===== src/rtl/tcc_pkg.sv =====
package tcc_pkg;
  typedef enum logic [1:0] {
    TRG_OFF  = 2'd0,
    TRG_TICK = 2'd1,
    TRG_EVT  = 2'd2,
    TRG_RSV  = 2'd3
  } trg_mode_e;

  typedef enum logic [1:0] {
    CMP_LE  = 2'd0,
    CMP_GE  = 2'd1,
    CMP_WIN = 2'd2,
    CMP_RSV = 2'd3
  } cmp_rel_e;
endpackage


===== src/rtl/tcc_tick_div.sv =====
module tcc_tick_div #(
  parameter int PRESC_W = 2,
  localparam int DIV_W  = (1 << PRESC_W) - 1
) (
  input  logic               clk,
  input  logic               rst,
  input  logic               en,
  input  logic               restart,
  input  logic               tick,
  input  logic [PRESC_W-1:0] presc,
  output logic               fire
);
  logic [DIV_W-1:0] div_q;
  logic [DIV_W-1:0] limit;

  assign limit = (DIV_W'(1) << presc) - DIV_W'(1);
  assign fire  = en && !restart && tick && (div_q == limit);

  always_ff @(posedge clk) begin
    if (rst || !en || restart) begin
      div_q <= '0;
    end else if (tick) begin
      div_q <= (div_q == limit) ? '0 : div_q + DIV_W'(1);
    end
  end
endmodule


===== src/rtl/tcc_edge_sel.sv =====
module tcc_edge_sel #(
  parameter int N_CH  = 6,
  parameter int SEL_W = 3
) (
  input  logic             clk,
  input  logic             rst,
  input  logic [N_CH-1:0]  lines,
  input  logic [SEL_W-1:0] sel,
  input  logic             invert,
  output logic             valid,
  output logic             lvl,
  output logic             rise
);
  logic lvl_q;

  assign valid = (sel < SEL_W'(N_CH));

  always_comb begin
    lvl = 1'b0;
    for (int i = 0; i < N_CH; i++) begin
      if (sel == SEL_W'(i)) lvl = lines[i] ^ invert;
    end
  end

  assign rise = lvl && !lvl_q;

  always_ff @(posedge clk) begin
    if (rst) lvl_q <= 1'b0;
    else     lvl_q <= lvl;
  end
endmodule


===== src/rtl/tcc_compare.sv =====
module tcc_compare
  import tcc_pkg::*;
#(
  parameter int CNT_W = 16,
  localparam int HALF = CNT_W / 2
) (
  input  logic [CNT_W-1:0] cnt,
  input  logic [CNT_W-1:0] top,
  input  cmp_rel_e         rel,
  output logic             hit
);
  logic [CNT_W-1:0] win_hi;
  logic [CNT_W-1:0] win_lo;

  assign win_hi = {{(CNT_W-HALF){1'b0}}, top[CNT_W-1:HALF]};
  assign win_lo = {{(CNT_W-HALF){1'b0}}, top[HALF-1:0]};

  always_comb begin
    unique case (rel)
      CMP_LE:  hit = (cnt <= top);
      CMP_GE:  hit = (cnt >= top);
      CMP_WIN: hit = (cnt <= win_hi) && (cnt >= win_lo);
      default: hit = 1'b0;
    endcase
  end
endmodule


===== src/rtl/tcc_unit.sv =====
module tcc_unit
  import tcc_pkg::*;
#(
  parameter int CNT_W   = 16,
  parameter int N_CH    = 6,
  parameter int SEL_W   = 3,
  parameter int PRESC_W = 2
) (
  input  logic               clk,
  input  logic               rst,
  input  logic [CNT_W-1:0]   cnt_val,
  input  logic [CNT_W-1:0]   top_val,
  input  logic               tick,
  input  logic [N_CH-1:0]    evt_ch,
  input  logic [1:0]         trig_mode,
  input  logic [PRESC_W-1:0] presc_sel,
  input  logic [1:0]         cmp_sel,
  input  logic [SEL_W-1:0]   ch_sel,
  input  logic               ch_invert,
  input  logic               gate_en,
  output logic               clr_pulse,
  output logic               match_out,
  output logic               gate_out
);
  logic [1:0]         mode_q;
  logic [PRESC_W-1:0] presc_q;
  logic               cfg_chg;
  logic               cfg_ok;
  logic               tick_fire;
  logic               ch_valid;
  logic               ch_lvl;
  logic               ch_rise;
  logic               cmp_hit;
  logic               trig;
  trg_mode_e          mode_e;
  cmp_rel_e           rel_e;

  assign mode_e  = trg_mode_e'(trig_mode);
  assign rel_e   = cmp_rel_e'(cmp_sel);
  assign cfg_chg = (trig_mode != mode_q) || (presc_sel != presc_q);
  assign cfg_ok  = ((mode_e == TRG_TICK) || (mode_e == TRG_EVT && ch_valid))
                   && (rel_e != CMP_RSV);

  always_ff @(posedge clk) begin
    if (rst) begin
      mode_q  <= '0;
      presc_q <= '0;
    end else begin
      mode_q  <= trig_mode;
      presc_q <= presc_sel;
    end
  end

  tcc_tick_div #(.PRESC_W(PRESC_W)) i_div (
    .clk     (clk),
    .rst     (rst),
    .en      (mode_e == TRG_TICK),
    .restart (cfg_chg),
    .tick    (tick),
    .presc   (presc_sel),
    .fire    (tick_fire)
  );

  tcc_edge_sel #(.N_CH(N_CH), .SEL_W(SEL_W)) i_edge (
    .clk    (clk),
    .rst    (rst),
    .lines  (evt_ch),
    .sel    (ch_sel),
    .invert (ch_invert),
    .valid  (ch_valid),
    .lvl    (ch_lvl),
    .rise   (ch_rise)
  );

  tcc_compare #(.CNT_W(CNT_W)) i_cmp (
    .cnt (cnt_val),
    .top (top_val),
    .rel (rel_e),
    .hit (cmp_hit)
  );

  assign trig = tick_fire || ((mode_e == TRG_EVT) && ch_rise);

  always_ff @(posedge clk) begin
    if (rst) begin
      clr_pulse <= 1'b0;
      match_out <= 1'b0;
      gate_out  <= 1'b0;
    end else begin
      clr_pulse <= cfg_ok && trig;
      if (!cfg_ok)   match_out <= 1'b0;
      else if (trig) match_out <= cmp_hit;
      gate_out  <= gate_en ? ch_lvl : 1'b1;
    end
  end


  bad_mode_quiet_chk: assert property (@(posedge clk) disable iff (rst)
    (trig_mode == 2'd3 || cmp_sel == 2'd3) |=> (!clr_pulse && !match_out));


  match_hold_chk: assert property (@(posedge clk) disable iff (rst)
    !$stable(match_out) |-> (clr_pulse || $past(!cfg_ok)));


  evt_level_chk: assert property (@(posedge clk) disable iff (rst)
    (clr_pulse && $past(trig_mode) == 2'd2) |-> $past(ch_lvl));


  presc_restart_chk: assert property (@(posedge clk) disable iff (rst)
    (presc_sel != $past(presc_sel)) |-> !tick_fire);


  gate_open_chk: assert property (@(posedge clk) disable iff (rst)
    !gate_en |=> gate_out);
endmodule


===== config.mk =====
export PLATFORM = sky130hd
export DESIGN_NAME = tcc_unit
export DESIGN_NICKNAME = d
export VERILOG_FILES = /design/src/rtl/tcc_pkg.sv /design/src/rtl/tcc_tick_div.sv /design/src/rtl/tcc_edge_sel.sv /design/src/rtl/tcc_compare.sv /design/src/rtl/tcc_unit.sv
export SDC_FILE = /design/constraint.sdc
export NUM_CORES = 1
export LEC_CHECK = 0
export BUFFER_PORTS_ARGS = -buffer_cell sky130_fd_sc_hd__buf_2
export CELL_PAD_IN_SITES_DETAIL_PLACEMENT = 0
export CELL_PAD_IN_SITES_GLOBAL_PLACEMENT = 1
export CORE_ASPECT_RATIO = 1.1
export CORE_UTILIZATION = 33
export DETAILED_ROUTE_END_ITERATION = 7
export PLACE_DENSITY_LB_ADDON = 0.25
export SYNTH_ARGS = -nofsm -noshare
export SYNTH_HDL_FRONTEND = slang
export SYNTH_SLANG_ARGS = --single-unit

===== constraint.sdc =====
create_clock -name clk -period 2.2 [get_ports clk]
set_input_delay 0.22 -clock clk [delete_from_list [all_inputs] [get_ports clk]]
set_output_delay 0.22 -clock clk [all_outputs]
set_load 0.01 [all_outputs]

# ---- After elaboration in Yosys (flattened, before gate mapping)
# Index checks and enable logic that the tools add are counted.
dict set report classes {
  n_addsub 2
  multipliers 0
  n_div 0
  n_lt_le_gt_ge 5
  n_eq_ne 13
  shift 1
  muxes 9
  bitwise 7
  n_reduce_logical 20
}
# op n
set op_table {}
lappend op_table {{$ge 16x16->1} 1}
lappend op_table {{$ge 16x8->1} 1}
lappend op_table {{$le 16x16->1} 1}
lappend op_table {{$le 16x8->1} 1}
lappend op_table {{$logic_and 1x1->1} 9}
lappend op_table {{$mux 1} 7}
lappend op_table {{$eq 3x2->1 const B} 2}
lappend op_table {{$eq 3x3->1 const B} 2}
lappend op_table {{$xor 1x1->1} 6}
lappend op_table {{$logic_or 1x1->1} 5}
lappend op_table {{$eq 2x1->1 const B} 2}
lappend op_table {{$eq 2x2->1 const B} 2}
lappend op_table {{$ne 2x2->1} 2}
lappend op_table {{$add 3x1->3 const B} 1}
lappend op_table {{$eq 3x1->1 const B} 1}
lappend op_table {{$eq 3x3->1} 1}
lappend op_table {{$logic_not 1->1} 3}
lappend op_table {{$logic_not 3->1} 1}
lappend op_table {{$lt 3x3->1 const B} 1}
lappend op_table {{$mux 3} 1}
lappend op_table {{$pmux 1 s3} 1}
lappend op_table {{$shl 1x2->3 const A} 1}
lappend op_table {{$sub 3x2->3 const B} 1}
lappend op_table {{$logic_not 2->1} 1}
lappend op_table {{3 further kinds} 3}
dict set report totals {
  regBits 11
  latchBits 0
  mem_bits_rw 0
  rom_bits 0
  in_bits 52
  output_inout_bits 3
  word_cells 64
  n_memories 0
}

# ---- Longest topological paths before layout
# Gate-level depths: netlist of the first run.
dict set report logic_depth {
  depth_word 11
  ltp_mapped 9
  mapped_depth_nobuf 9
}

# ---- Cells and area by module
# A second synthesis of the first run with hierarchy kept.
dict set report unflattened {
  hier_cells 153
  area_unflattened_um2 1311.3
}
# mod n_inst cells_per_inst area_per_inst_um2 seq_area_each_um2
set modules_own_cells {}
lappend modules_own_cells {tcc_compare 1 85 664.4 0.0}
lappend modules_own_cells {tcc_unit 1 28 279.0 140.1}
lappend modules_own_cells {tcc_tick_div 1 23 221.5 60.1}
lappend modules_own_cells {tcc_edge_sel 1 17 146.4 20.0}

# ---- Worst setup path after synthesis of the first run
# No wires, ideal clock.
dict set report synth_path {
  path_kind {input to register}
  start {in top_val[1]}
  end {reg match_out}
  arrival_ns 1.837
  path_slack_ns 0.238
  stages 9
  path_cell_list {inv_1 -> ha_1 -> nor2b_4 -> o211ai_2 -> a21oi_1 -> a2111o_1 -> o32a_1 -> a311oi_2 -> nor3_1}
}
dict set report synth_via {
  elab_chain_len 3
  word_cells_on_any_way 5
  classes_between {order compare (3); mux (1); reduce/logical (1)}
}
# item line
set synth_rtl {}
lappend synth_rtl {{start: declaration} tcc_unit.sv:12} ;# input logic [CNT_W-1:0] top_val,
lappend synth_rtl {{$ge 16x8->1} tcc_compare.sv:22} ;# CMP_WIN: hit = (cnt <= win_hi) && (cnt >= win_lo);
lappend synth_rtl {{$logic_and 1x1->1} tcc_compare.sv:22}
lappend synth_rtl {{$pmux 1 s3 *} tcc_compare.sv:19} ;# unique case (rel)
lappend synth_rtl {{end signal: assignment} tcc_unit.sv:92} ;# else if (trig) match_out <= cmp_hit;
lappend synth_rtl {{end: declaration} tcc_unit.sv:22} ;# output logic match_out,
# Every way passes the cells marked *; elsewhere a longest branch is shown, timed or not.
# A chain may end at the register's enable or synchronous reset.

# ---- Worst setup path after layout of the first run
dict set report layout_path {
  start {in cnt_val[1]}
  end {reg match_out}
}
dict set report layout_via {
  elab_chain_len 3
  word_cells_on_any_way 6
  classes_between {order compare (4); mux (1); reduce/logical (1)}
}
# item line
set layout_rtl {}
lappend layout_rtl {{start: declaration} tcc_unit.sv:11} ;# input logic [CNT_W-1:0] cnt_val,
lappend layout_rtl {{$le 16x8->1 or $ge 16x8->1 (tied branches)} tcc_compare.sv:22}
lappend layout_rtl {{$logic_and 1x1->1} tcc_compare.sv:22}
lappend layout_rtl {{$pmux 1 s3 *} tcc_compare.sv:19}
# Marks and branches as above.

==> metrics.txt, run 1 <==
status finished, final reports clean; core footprint 3360 um^2; Via-to-Cell Ratio 4.79; # placed instances 242; Mapped Area 1170 um^2; Fin Hold WS 122 ps; Rows 22; share of the synthesized area in the top cell type 0.267; Clock Pin Slew Worst Setup and Hold Paths 70 ps; ant diodes 0; Worst Max-Slew Pin Slew 434 ps; # IOs 55; die area 3790 um^2; Final nets 276; Final setup viols 0; layout cells sized above 1 0.328; vias in the first global route 1091; Placer Congestion 0.749; max-cap violations 0; Area Overhead vs Synth 30.4%; Worst Path Max Fanout 3; worst-skew pair later-pin latency 260 ps; Wirelength per Cell 10.6 um; clk root buf clkbuf_4; antenna violations before repair 0; overall power 0.541 mW; Setup crit start kind primary input; post-cts resize count 0; post-synth cell types 30; Die Y 64.5 um; Slew Limit Fails 0; register bit count reported by yosys 11; port bufs 54; Hold/Removal Path Class primary input to flop; first drt pass iteration count 4; Die Width 58.8 um; largest net degree at the start of global routing 9; effective utilization at floorplan 0.349; most instantiated cells after synthesis ha_1 (25), inv_1 (16), a21oi_1 (13); Final ANT Viol Nets 0; Via Count 1178; post-detail-place hpwl 2.35 mm; Tmin final 1890 ps; worst-path cell chain buf_2, ha_1, nor2b_4, o211ai_2, a21oi_1, a2111o_1, o32a_1, a311oi_2, nor3_1; CP required 2350 ps; wirelength, routed 2.61 mm; Global Route Usage Sum 0.142; final hold viol count 0; most frequent cell after synthesis ha_1; CTS Hold Buffers Added 0; total CTS buffers 3; clk sinks 11; Rel. slew slack 0.708; Power per Cell Area 354 nW/um^2; first-pass GRT wire length 4.16 mm; end-of-flow core utilization 0.455; post-synthesis cell count 140; clock skew 0.991 ps; number of synthesized flops with an enable pin 0; total grt overflow 0; Primary FF master, synth dfxtp_1; worst path bufs/invs 1; slowest stage delay, CP 390 ps; Synth Warn # 0; crit path max-delay cell type a2111o_1; RSZ-0062 raised after global routing false; Syn Nets 217; cell accounting for the most synthesized area ha_1; Area contributors post-synth ha_1 (27%), dfxtp_1 (19%), a21oi_1 (5.6%); sequential area share after synthesis 0.188; DRT iter0 DRCs 20; Post-route DRC 0; H-tree depth 1; Leakage 0.785 nW; Critical Path AT 2040 ps; Setup CP Type primary input to flop; CTS tree built; critical path capture point type flop; setup bufs post-CTS 0; async set-reset flop share out of synthesis 0; FMAX 529 MHz; setup TNS 0 ps; fin crit share 0.859; maximum vdd drop 0.289 mV; crit-path leading delay family compound AO/OA/AOI/OAI gates; Layout Cells excl Fill 246; clock buffer depth 2; average cell area after synthesis 8.37 um^2
## path summary, 6_finish.rpt
kind / startpoint / slack [ps] / end / cells past startpoint
max: cnt_val[1] / 310 / match_out / 9
min: gate_en / 120 / gate_out / 2
max reg2reg: i_div.div_q[0] / 410 / match_out / 6
min reg2reg: match_out / 520 / match_out / 2
## layout by cell type, fill, tap and decap left out
cell	count
buf_2	54
ha_1	25
inv_1	16
a21oi_1	13
nor2_1	12
dfxtp_1	11
nand2_1	9
nor2b_1	7
xor2_1	6
nand4_1	6
o21ai_0	5
nor3_1	5
nor4_1	3
clkbuf_4	3
mux2i_1	2
nand4b_1	2
nand3_1	2
nor2b_4	2
mux4_2	1
o21ai_2	1
nand2b_1	1
or2_0	1
a2111oi_0	1
o32a_4	1
o211ai_2	1
a2111o_1	1
a21o_2	1
o211ai_1	1
a211oi_1	1
o32a_1	1
a311oi_2	1
xnor2_1	1
clkbuf_1	1
## registers in the layout, indices dropped and copies added, names as in the netlist
name	cells
match_out	1
i_edge.lvl_q	1
presc_q	2
i_div.div_q	3
clr_pulse	1
gate_out	1
mode_q	2
## per-stage QoR
stage | area [um^2] | setup slack [ps]
5_1_grt | 1530 | 231
3_5_place_dp | 1500 | 24.3
6_report | 1530 | 311
2_1_floorplan | 1170 | 238
3_3_place_gp | 1500 | 63.5
4_1_cts | 1530 | 302
## layer usage
layer	GRT usage	wire, um
met1	0.147	1110
met2	0.273	1300
met3	0.0180	142
met4	0.0655	53
met5	0	0
## logic make-up (layout without fill, tap and decap cells)
family / Yosys count / in the layout / share of synthesized area
xor gates and xnor gates: 7 / 7 / 0.0524
AOI/OAI and AO/OA: 28 / 28 / 0.173
adders and majority gates: 25 / 25 / 0.267
muxes: 3 / 3 / 0.0363
and+or+nand+nor: 50 / 50 / 0.232
DFF: 11 / 11 / 0.188
buffers and inverters: 16 / 74 / 0.0513
## area by class of cell
class	instances	area [um^2]
inverter	16	60.1
timing repair buffer	54	270
multi-input combinational	113	891
sequential	11	220
clock buffer	4	26.3
tap	48	60.1
fill	374	1830
## power breakdown
part,internal (mW),switching (mW)
clock network,0.0701,0.0652
logic,0.100,0.0964
registers,0.207,0.00272
Note: power is estimated with default switching activity, not from simulation.
==> inputs of run 2 (changes only) <==
- CORE_UTILIZATION: 33 -> 29
- clock period: 2.2 -> 1.7 ns (I/O delays scaled with it)
==> metrics.txt, run 2 (synthesis gave the netlist of run 1 again) <==
status finished, final reports clean; Area Overhead vs Synth 52.6%; Global Route Usage Sum 0.137; WHS Endpoint gate_out; Final nets 298; Hold/Removal Path Class primary input to flop; setup TNS 0 ps; layout cells sized above 1 0.427; effective utilization at floorplan 0.313; fin crit share 0.994; most common cell after layout, fill and taps aside buf_2; Fillers 396; antenna violations before repair 0; commonest non-fill, non-tap cells in the layout buf_2 (52), ha_1 (23), buf_4 (22); total CTS buffers 3; final hold viol count 0; # IOs 55; DRT iter0 DRCs 20; Hold Startpoint gate_en; Worst Path Max Fanout 2; clock skew 2.25 ps; Leakage 0.911 nW; Critical Path AT 1800 ps; pre-CTS WS -196 ps; Placer Congestion 0.789; CTS Hold Buffers Added 0; first drt pass iteration count 4; post-detail-place hpwl 2.52 mm; Via-to-Cell Ratio 4.72; Die Width 62.6 um; first-pass GRT wire length 4.82 mm; # placed instances 265; RSZ-0062 raised after global routing true; Rel. slew slack 0.733; Rows 23; clk root buf clkbuf_8; max-cap violations 0; Wirelength per Cell 10.6 um; Die Y 68.7 um; Fin Hold WS 106 ps; CTS tree built; H-tree depth 1; wirelength, routed 2.87 mm; Via Count 1275; critical path capture point type flop; Top reg by flops i_div.div_q; Setup WS post-layout 10.3 ps; flop-to-flop setup slack 60 ps; Tmin final 1690 ps; max reg flops 3; vias in the first global route 1231; die area 4300 um^2; worst-skew pair later-pin latency 230 ps; clock buffer depth 2; FMAX 592 MHz; worst hold path stage count 2; worst r2r src i_div.div_q[0]; total grt overflow 0; core footprint 3740 um^2; Slew Limit Fails 0; Power per Cell Area 471 nW/um^2; Worst Max-Slew Pin Slew 396 ps; Final ANT Viol Nets 0; FF-to-FF End match_out; clk sinks 11; CP required 1810 ps; overall power 0.842 mW; Post-route DRC 0; Largest regs i_div.div_q: 3 flops, mode_q: 2 flops, presc_q: 2 flops; Layout Cells excl Fill 270; Setup CP Type primary input to flop; Final setup viols 0; Setup crit start kind primary input; reg2reg path depth 6; maximum vdd drop 0.446 mV; largest net degree at the start of global routing 9; port bufs 54; Clock Pin Slew Worst Setup and Hold Paths 50 ps; ant diodes 0
[run 2: repair_timing]
item / in CTS / in global routing
pin swaps: 1 / 9
resized for setup: 2 / 12
endpoints found under the setup margin: 1 / 1
gates cloned: 0 / 0
buffers inserted: 0 / 1
[run 2: worst max-delay path: stages]
cell,delay [ps]
buf_2,110
ha_1,310
a21oi_2,130
nor2_1,50
a2111o_1,360
o32a_1,360
a311oi_2,240
nor3_1,70
[run 2: routing by layer]
metal  wire length [um]  vias to the layer above  global-route usage  part of all wire
met4                 17                        0              0.0262            0.0059
li1                   -                      669                   -                 -
met5                  0                        -                   0                 0
met3                159                        2              0.0230             0.055
met2               1560                       39               0.288              0.54
met1               1140                      565               0.145              0.40
[run 2: worst max path at each step]
stage	start	to	slack [ps]
finish	cnt_val[5]	match_out	10
global route	i_div.div_q[0]	match_out	-20
CTS	i_div.div_q[0]	match_out	10
detailed placement	top_val[1]	match_out	-200
global placement	top_val[1]	match_out	-170
floorplan	top_val[1]	match_out	0.5
[run 2: final cells by class]
| class | count | area [um^2] | share of cell area |
|---|---|---|---|
| Clock buffer | 4 | 45.0 | 0.0252 |
| Inverter | 16 | 62.6 | 0.0350 |
| Multi-Input combinational cell | 113 | 945 | 0.529 |
| Sequential cell | 11 | 220 | 0.123 |
| Tap cell | 50 | 62.6 | 0.0350 |
| Timing Repair Buffer | 76 | 452 | 0.253 |
[run 2: through the flow]
| step | area, um^2 | utilization |
|---|---|---|
| floorplan | 1180 | - |
| global placement | 1670 | 0.447 |
| detailed placement | 1670 | 0.447 |
| CTS | 1720 | 0.460 |
| global route | 1790 | 0.478 |
| finish | 1790 | 0.478 |
[run 2: report_power, final]
part / internal [mW] / switching [mW] / total, mW
Sequential: 0.269 / 0.00361 / 0.272
Clock: 0.164 / 0.0908 / 0.255
Combinational: 0.175 / 0.139 / 0.315
Total: 0.608 / 0.234 / 0.842
